## src/rtl/alarm_pkg.sv

```systemverilog
package alarm_pkg;
  localparam int TIME_W = 34;

  // Digit positions within the packed BCD time bus
  localparam int SEC_ONES_HI = 3;
  localparam int SEC_HI      = 6;
  localparam int MIN_ONES_HI = 10;
  localparam int MIN_HI      = 13;
  localparam int HR_HI       = 19;
  localparam int WDAY_HI     = 22;
  localparam int DAY_LO      = 23;
  localparam int DAY_HI      = 28;
  localparam int MON_HI      = 33;

  localparam logic [3:0] CODE_MAX = 4'd9;

  typedef struct packed {
    logic fire;     // qualified alarm event this cycle
    logic stepCnt;  // counter decrements (or wraps under chime)
    logic dropEn;   // final event: enable clears
  } alarmStrobes_t;

  function automatic logic [TIME_W-1:0] lowOnes(input int hi);
    logic [TIME_W-1:0] m;
    for (int i = 0; i < TIME_W; i++) m[i] = (i <= hi);
    return m;
  endfunction

  function automatic logic [TIME_W-1:0] rangeOnes(input int lo, input int hi);
    logic [TIME_W-1:0] m;
    for (int i = 0; i < TIME_W; i++) m[i] = (i >= lo) && (i <= hi);
    return m;
  endfunction

  // Bits that must agree for each interval code
  function automatic logic [TIME_W-1:0] digitMask(input logic [3:0] code);
    case (code)
      4'd2:    return lowOnes(SEC_ONES_HI);
      4'd3:    return lowOnes(SEC_HI);
      4'd4:    return lowOnes(MIN_ONES_HI);
      4'd5:    return lowOnes(MIN_HI);
      4'd6:    return lowOnes(HR_HI);
      4'd7:    return lowOnes(WDAY_HI);
      4'd8:    return lowOnes(HR_HI) | rangeOnes(DAY_LO, DAY_HI);
      4'd9:    return lowOnes(HR_HI) | rangeOnes(DAY_LO, MON_HI);
      default: return '0;
    endcase
  endfunction
endpackage

```

## src/rtl/alarm_match_dp.sv

```systemverilog
module alarm_match_dp
  import alarm_pkg::*;
#(
  parameter int CNT_W = 8
) (
  input  logic                clk,
  input  logic                rstN,
  input  logic [TIME_W-1:0]   timeNow,
  input  logic [TIME_W-1:0]   alarmVal,
  input  logic [3:0]          maskCode,
  input  alarmStrobes_t       strobes,
  input  logic                cfgLoad,
  input  logic [CNT_W-1:0]    cfgCount,
  output logic                hit,
  output logic                cntZero,
  output logic [CNT_W-1:0]    repeatCnt,
  output logic                pulse
);
  logic [TIME_W-1:0] careBits;
  logic [TIME_W-1:0] bitOk;

  assign careBits = digitMask(maskCode);

  genvar g;
  generate
    for (g = 0; g < TIME_W; g++) begin : g_cmp
      assign bitOk[g] = ~careBits[g] | (timeNow[g] ~^ alarmVal[g]);
    end
  endgenerate

  assign hit     = &bitOk;
  assign cntZero = (repeatCnt == '0);

  always_ff @(posedge clk or negedge rstN) begin
    if (!rstN) begin
      repeatCnt <= '0;
      pulse     <= 1'b0;
    end else begin
      if (cfgLoad)              repeatCnt <= cfgCount;
      else if (strobes.stepCnt) repeatCnt <= repeatCnt - 1'b1;
      if (strobes.fire)         pulse     <= ~pulse;
    end
  end
endmodule

```

## src/rtl/alarm_match_ctrl.sv

```systemverilog
module alarm_match_ctrl
  import alarm_pkg::*;
(
  input  logic          clk,
  input  logic          rstN,
  input  logic          tickHalf,
  input  logic          halfPhase,
  input  logic [3:0]    maskCode,
  input  logic          hit,
  input  logic          cntZero,
  input  logic          chime,
  input  logic          cfgLoad,
  input  logic          cfgEnable,
  output logic          alarmEn,
  output logic          irq,
  output alarmStrobes_t strobes
);
  logic codeOk;
  logic phaseOk;
  logic qualify;

  assign codeOk  = (maskCode <= CODE_MAX);
  assign phaseOk = (maskCode == 4'd0) || !halfPhase;
  assign qualify = tickHalf && alarmEn && codeOk && phaseOk && hit && !cfgLoad;

  always_comb begin
    strobes.fire    = qualify;
    strobes.stepCnt = qualify && (!cntZero || chime);
    strobes.dropEn  = qualify && cntZero && !chime;
  end

  always_ff @(posedge clk or negedge rstN) begin
    if (!rstN) begin
      alarmEn <= 1'b0;
      irq     <= 1'b0;
    end else begin
      irq <= strobes.fire;
      if (cfgLoad)             alarmEn <= cfgEnable;
      else if (strobes.dropEn) alarmEn <= 1'b0;
    end
  end
endmodule

```

## src/rtl/alarm_match_unit.sv

```systemverilog
module alarm_match_unit
  import alarm_pkg::*;
#(
  parameter int CNT_W = 8
) (
  input  logic              clk,
  input  logic              rstN,
  input  logic              tickHalf,
  input  logic              halfPhase,
  input  logic [TIME_W-1:0] timeNow,
  input  logic [TIME_W-1:0] alarmVal,
  input  logic [3:0]        maskCode,
  input  logic              chime,
  input  logic              cfgLoad,
  input  logic              cfgEnable,
  input  logic [CNT_W-1:0]  cfgCount,
  input  logic              pinSel,
  input  logic              outEn,
  output logic              alarmEn,
  output logic [CNT_W-1:0]  repeatCnt,
  output logic              irq,
  output logic              pinOut,
  output logic              pinDrive
);
  alarmStrobes_t strobes;
  logic hit;
  logic cntZero;
  logic pulse;

  alarm_match_ctrl ctrl_i (
    .clk(clk), .rstN(rstN), .tickHalf(tickHalf), .halfPhase(halfPhase),
    .maskCode(maskCode), .hit(hit), .cntZero(cntZero), .chime(chime),
    .cfgLoad(cfgLoad), .cfgEnable(cfgEnable),
    .alarmEn(alarmEn), .irq(irq), .strobes(strobes)
  );

  alarm_match_dp #(.CNT_W(CNT_W)) dp_i (
    .clk(clk), .rstN(rstN), .timeNow(timeNow), .alarmVal(alarmVal),
    .maskCode(maskCode), .strobes(strobes), .cfgLoad(cfgLoad),
    .cfgCount(cfgCount), .hit(hit), .cntZero(cntZero),
    .repeatCnt(repeatCnt), .pulse(pulse)
  );

  assign pinDrive = outEn;
  assign pinOut   = outEn && (pinSel ? halfPhase : pulse);
endmodule

```

## config.mk

```make
export PLATFORM = sky130hd
export DESIGN_NAME = alarm_match_unit
export DESIGN_NICKNAME = d
export VERILOG_FILES = /design/src/rtl/alarm_pkg.sv /design/src/rtl/alarm_match_dp.sv /design/src/rtl/alarm_match_ctrl.sv /design/src/rtl/alarm_match_unit.sv
export SDC_FILE = /design/constraint.sdc
export NUM_CORES = 1
export LEC_CHECK = 0
export ABC_AREA = 1
export BUFFER_PORTS_ARGS = -buffer_cell sky130_fd_sc_hd__buf_2
export CAP_MARGIN = 10
export CORE_ASPECT_RATIO = 0.75
export CORE_MARGIN = 3
export CORE_UTILIZATION = 42
export CTS_CLUSTER_SIZE = 20
export DETAILED_ROUTE_END_ITERATION = 8
export GPL_TIMING_DRIVEN = 0
export PLACE_DENSITY_LB_ADDON = 0.05
export SLEW_MARGIN = 20
export SYNTH_ARGS = -nofsm -noshare
export SYNTH_HDL_FRONTEND = slang
export SYNTH_SLANG_ARGS = --single-unit
```

## constraint.sdc

```tcl
create_clock -name clk -period 2.25 [get_ports clk]
set_clock_uncertainty 0.05 [all_clocks]
set_input_delay 0.225 -clock clk [delete_from_list [all_inputs] [get_ports clk]]
set_output_delay 0.225 -clock clk [all_outputs]
set_load 0.02 [all_outputs]
```

==> key figures <==
Logic synthesis
  – Cells after synthesis: between 200 and 300
  – Post-Syn Nets: 363
  – Ys async rst share: 1.00
  – Yosys reg bits: 11
  – Yosys top cell by area: nand2_1
  – Average cell area after synthesis: ~5.3 µm²
  – Cell Area, Synth: approximately 1500 µm²
  – Yosys cell types: 23
  – Top FF cell, synth: dfrtp_1
  – EDFF count, synth: 0
  – Post-synth top area share: 0.285
  – Synth Warn #: 0
  – Synth area leaders: nand2_1 28%, dfrtp_1 19%, inv_1 13%
  – Seq/Total Area, Yosys: 0.190

Placed design
  – Place WS: around 0.24 ns
  – PortBufs: 100
  – Global placer's final weighted congestion: 0.839
  – Placed Area: 2000 µm²
  – Post-DP HPWL: around 3300 µm
  – Cells after DPL: roughly 410

STA
  – Tcrit/Tclk final: 0.867
  – Post-layout min period: slightly below 2 ns
  – Setup violators final: 0
  – RSZ-0062 raised after global routing: no
  – Worst-Margin Slew: between 0.4 and 0.5 ns
  – Fin. max-slew vios: 0
  – Fmax: 513 MHz
  – Final worst slack: 0.300 ns
  – Total negative setup slack: 0 ns
  – Worst slew margin: 0.697
  – Worst Hold Slack: roughly 0.15 ns
  – Final Hold Fails: 0

Flow run
  – Max Cap Violations: 0

Cells and area
  – Core Util, Final: 0.658
  – Diodes inserted: 0
  – Most frequent cells in the layout: 110 x nand2_1, 100 x buf_2, 50 x inv_1, 34 x nor2_1, 18 x nand3_1
  – Final Cell Area: 2060 µm²
  – Layout cell share with drive strength beyond 1: 0.302
  – P&R area growth vs syn: 41.9%
  – Fin cells: between 400 and 500
  – Fill cells: about 290
  – Commonest non-fill, non-tap cell in the layout: nand2_1
  – Nets: 469

Detailed routing
  – Via count: roughly 1800
  – DRC viols: 0
  – Avg Vias per Cell: 4.40
  – Detailed-router iteration count before antenna repair: 5
  – WL per Instance: between 9 and 10 µm
  – Final ANT Viol Nets: 0
  – Detailed Route Iter0 Violations: 88
  – Total wire length: ~3800 µm

Clocking
  – H-tree Lvls: 1
  – Clk Latency, worst-skew pair: between 0.2 and 0.25 ns
  – Clock Root Buffer: clkbuf_8
  – CTS max path bufs: 2
  – Num CTS Buffers: 3
  – Post-CTS Setup Inserts: 0
  – Clock-pin slew on the worst setup and hold paths: 0.05 ns
  – CTS tree: done
  – Clk sink count: 11

Critical path
  – Setup crit end kind: flop
  – Reg2Reg Capture Point: dp_i.repeatCnt[3]
  – FF-to-FF setup slack: 0.30 ns
  – Reg2reg start: dp_i.repeatCnt[0]
  – Worst Path Arrival: 2.03 ns
  – Worst-path fanout max: 9
  – Worst reg2reg path depth: 11
  – Crit Path Class: flop to flop
  – Critical Path RT: roughly 2.3 ns
  – Startpoint Class: flop

Worst hold path
  – Worst Hold Depth: 3
  – Worst hold endpoint: ctrl_i.alarmEn
  – Min-delay worst type: input pin to flop
  – Hold wc startpoint: cfgEnable

Pwr
  – P_leak: around 1.4 nW
  – Peak VDD IR: roughly 0.23 mV
  – Total power: 0.830 mW
  – PD cells: around 400 nW/µm²

Floorplan
  – Row count: 17
  – Die width: about 74 µm
  – Core ar.: 3130 µm²
  – I/O Pins: 101
  – Die height: 56.9 µm
  – DIE AREA: around 4200 µm²
  – Initial core utilization: 0.464

Global route
  – Global-route wire length before repair: around 6000 µm
  – Largest net degree at the start of global routing: 12
  – Antenna violations before repair: 0
  – Gr ovfl total: 0
  – Number of global-route vias before repair: ~1500
  – Total track usage: 0.172

Outcome
  – Run status: finished clean
==> how the worst max path moves through the flow <==
stage,from,endpoint,slack (ns)
2_1_floorplan,dp_i.repeatCnt[0],dp_i.repeatCnt[7],0.43
3_3_place_gp,dp_i.repeatCnt[0],dp_i.repeatCnt[2],0.28
3_5_place_dp,dp_i.repeatCnt[0],dp_i.repeatCnt[3],0.24
4_1_cts,dp_i.repeatCnt[0],dp_i.repeatCnt[3],0.21
5_1_grt,dp_i.repeatCnt[0],dp_i.repeatCnt[5],0.15
6_report,dp_i.repeatCnt[0],dp_i.repeatCnt[3],0.30
==> worst max-delay path, stage by stage (launching register included) <==
cell and delay, ns:
dfrtp_1 0.41, inv_1 0.08, ha_1 0.16, inv_1 0.06, nor3_2 0.16, nand2_1 0.12
nor3_1 0.22, nand2_1 0.16, nand3_4 0.18, nand2_4 0.10, nand2_1 0.08, nand2_1 0.05
==> cell type report <==
type / count / area (µm²) / share of cell area
repair buffers: 101 / 510 / 0.248
inverters: 52 / 195 / 0.0948
flip-flops and latches: 11 / 275 / 0.134
multi-input cells: 207 / 970 / 0.471
plain buffers: 3 / 15.0 / 0.00729
well taps: 38 / 47.5 / 0.0231
clock buffers: 4 / 45.0 / 0.0219
==> cell families after synthesis <==
group | share of synthesized area
AOI/OAI and AO/OA | 0.0604
xor gates and xnor gates | 0.0966
adders and majority gates | 0.00863
buffers and inverters | 0.145
DFF | 0.190
and+or+nand+nor | 0.500
==> synthesized netlist by cell type, types with 2 or more instances <==
cell and number:
nand2_4 2, a21oi_1 6, xor2_1 5, clkbuf_1 2
xnor2_1 11, nand3_1 18, nor3_1 2, nand2_1 110
inv_1 50, inv_2 2, nor2_1 34, o21ai_0 9
nor2_2 2, dfrtp_1 11
==> flip-flops by register name, indices dropped and copies added, names as in the netlist <==
signal and flops:
ctrl_i.alarmEn 1, ctrl_i.irq 1, dp_i.pulse 1, dp_i.repeatCnt 8
==> routing by layer <==
metal / share of wire / track usage
met5: 0 / 0
met1: 0.47 / 0.235
met3: 0.096 / 0.0411
met4: 0.0018 / 0.0233
met2: 0.43 / 0.279
==> repair_timing <==
action,in CTS,in global routing
setup endpoints to repair,0,1
resized for setup,0,1
hold endpoints to repair,11,0
hold buffers,1,0
==> power breakdown <==
group / total, mW / switching (mW) / internal [mW]
logic: 0.375 / 0.207 / 0.168
clock network: 0.200 / 0.0755 / 0.125
registers: 0.254 / 0.0296 / 0.225
total: 0.830 / 0.312 / 0.518
(Power assumes the default switching activity.)
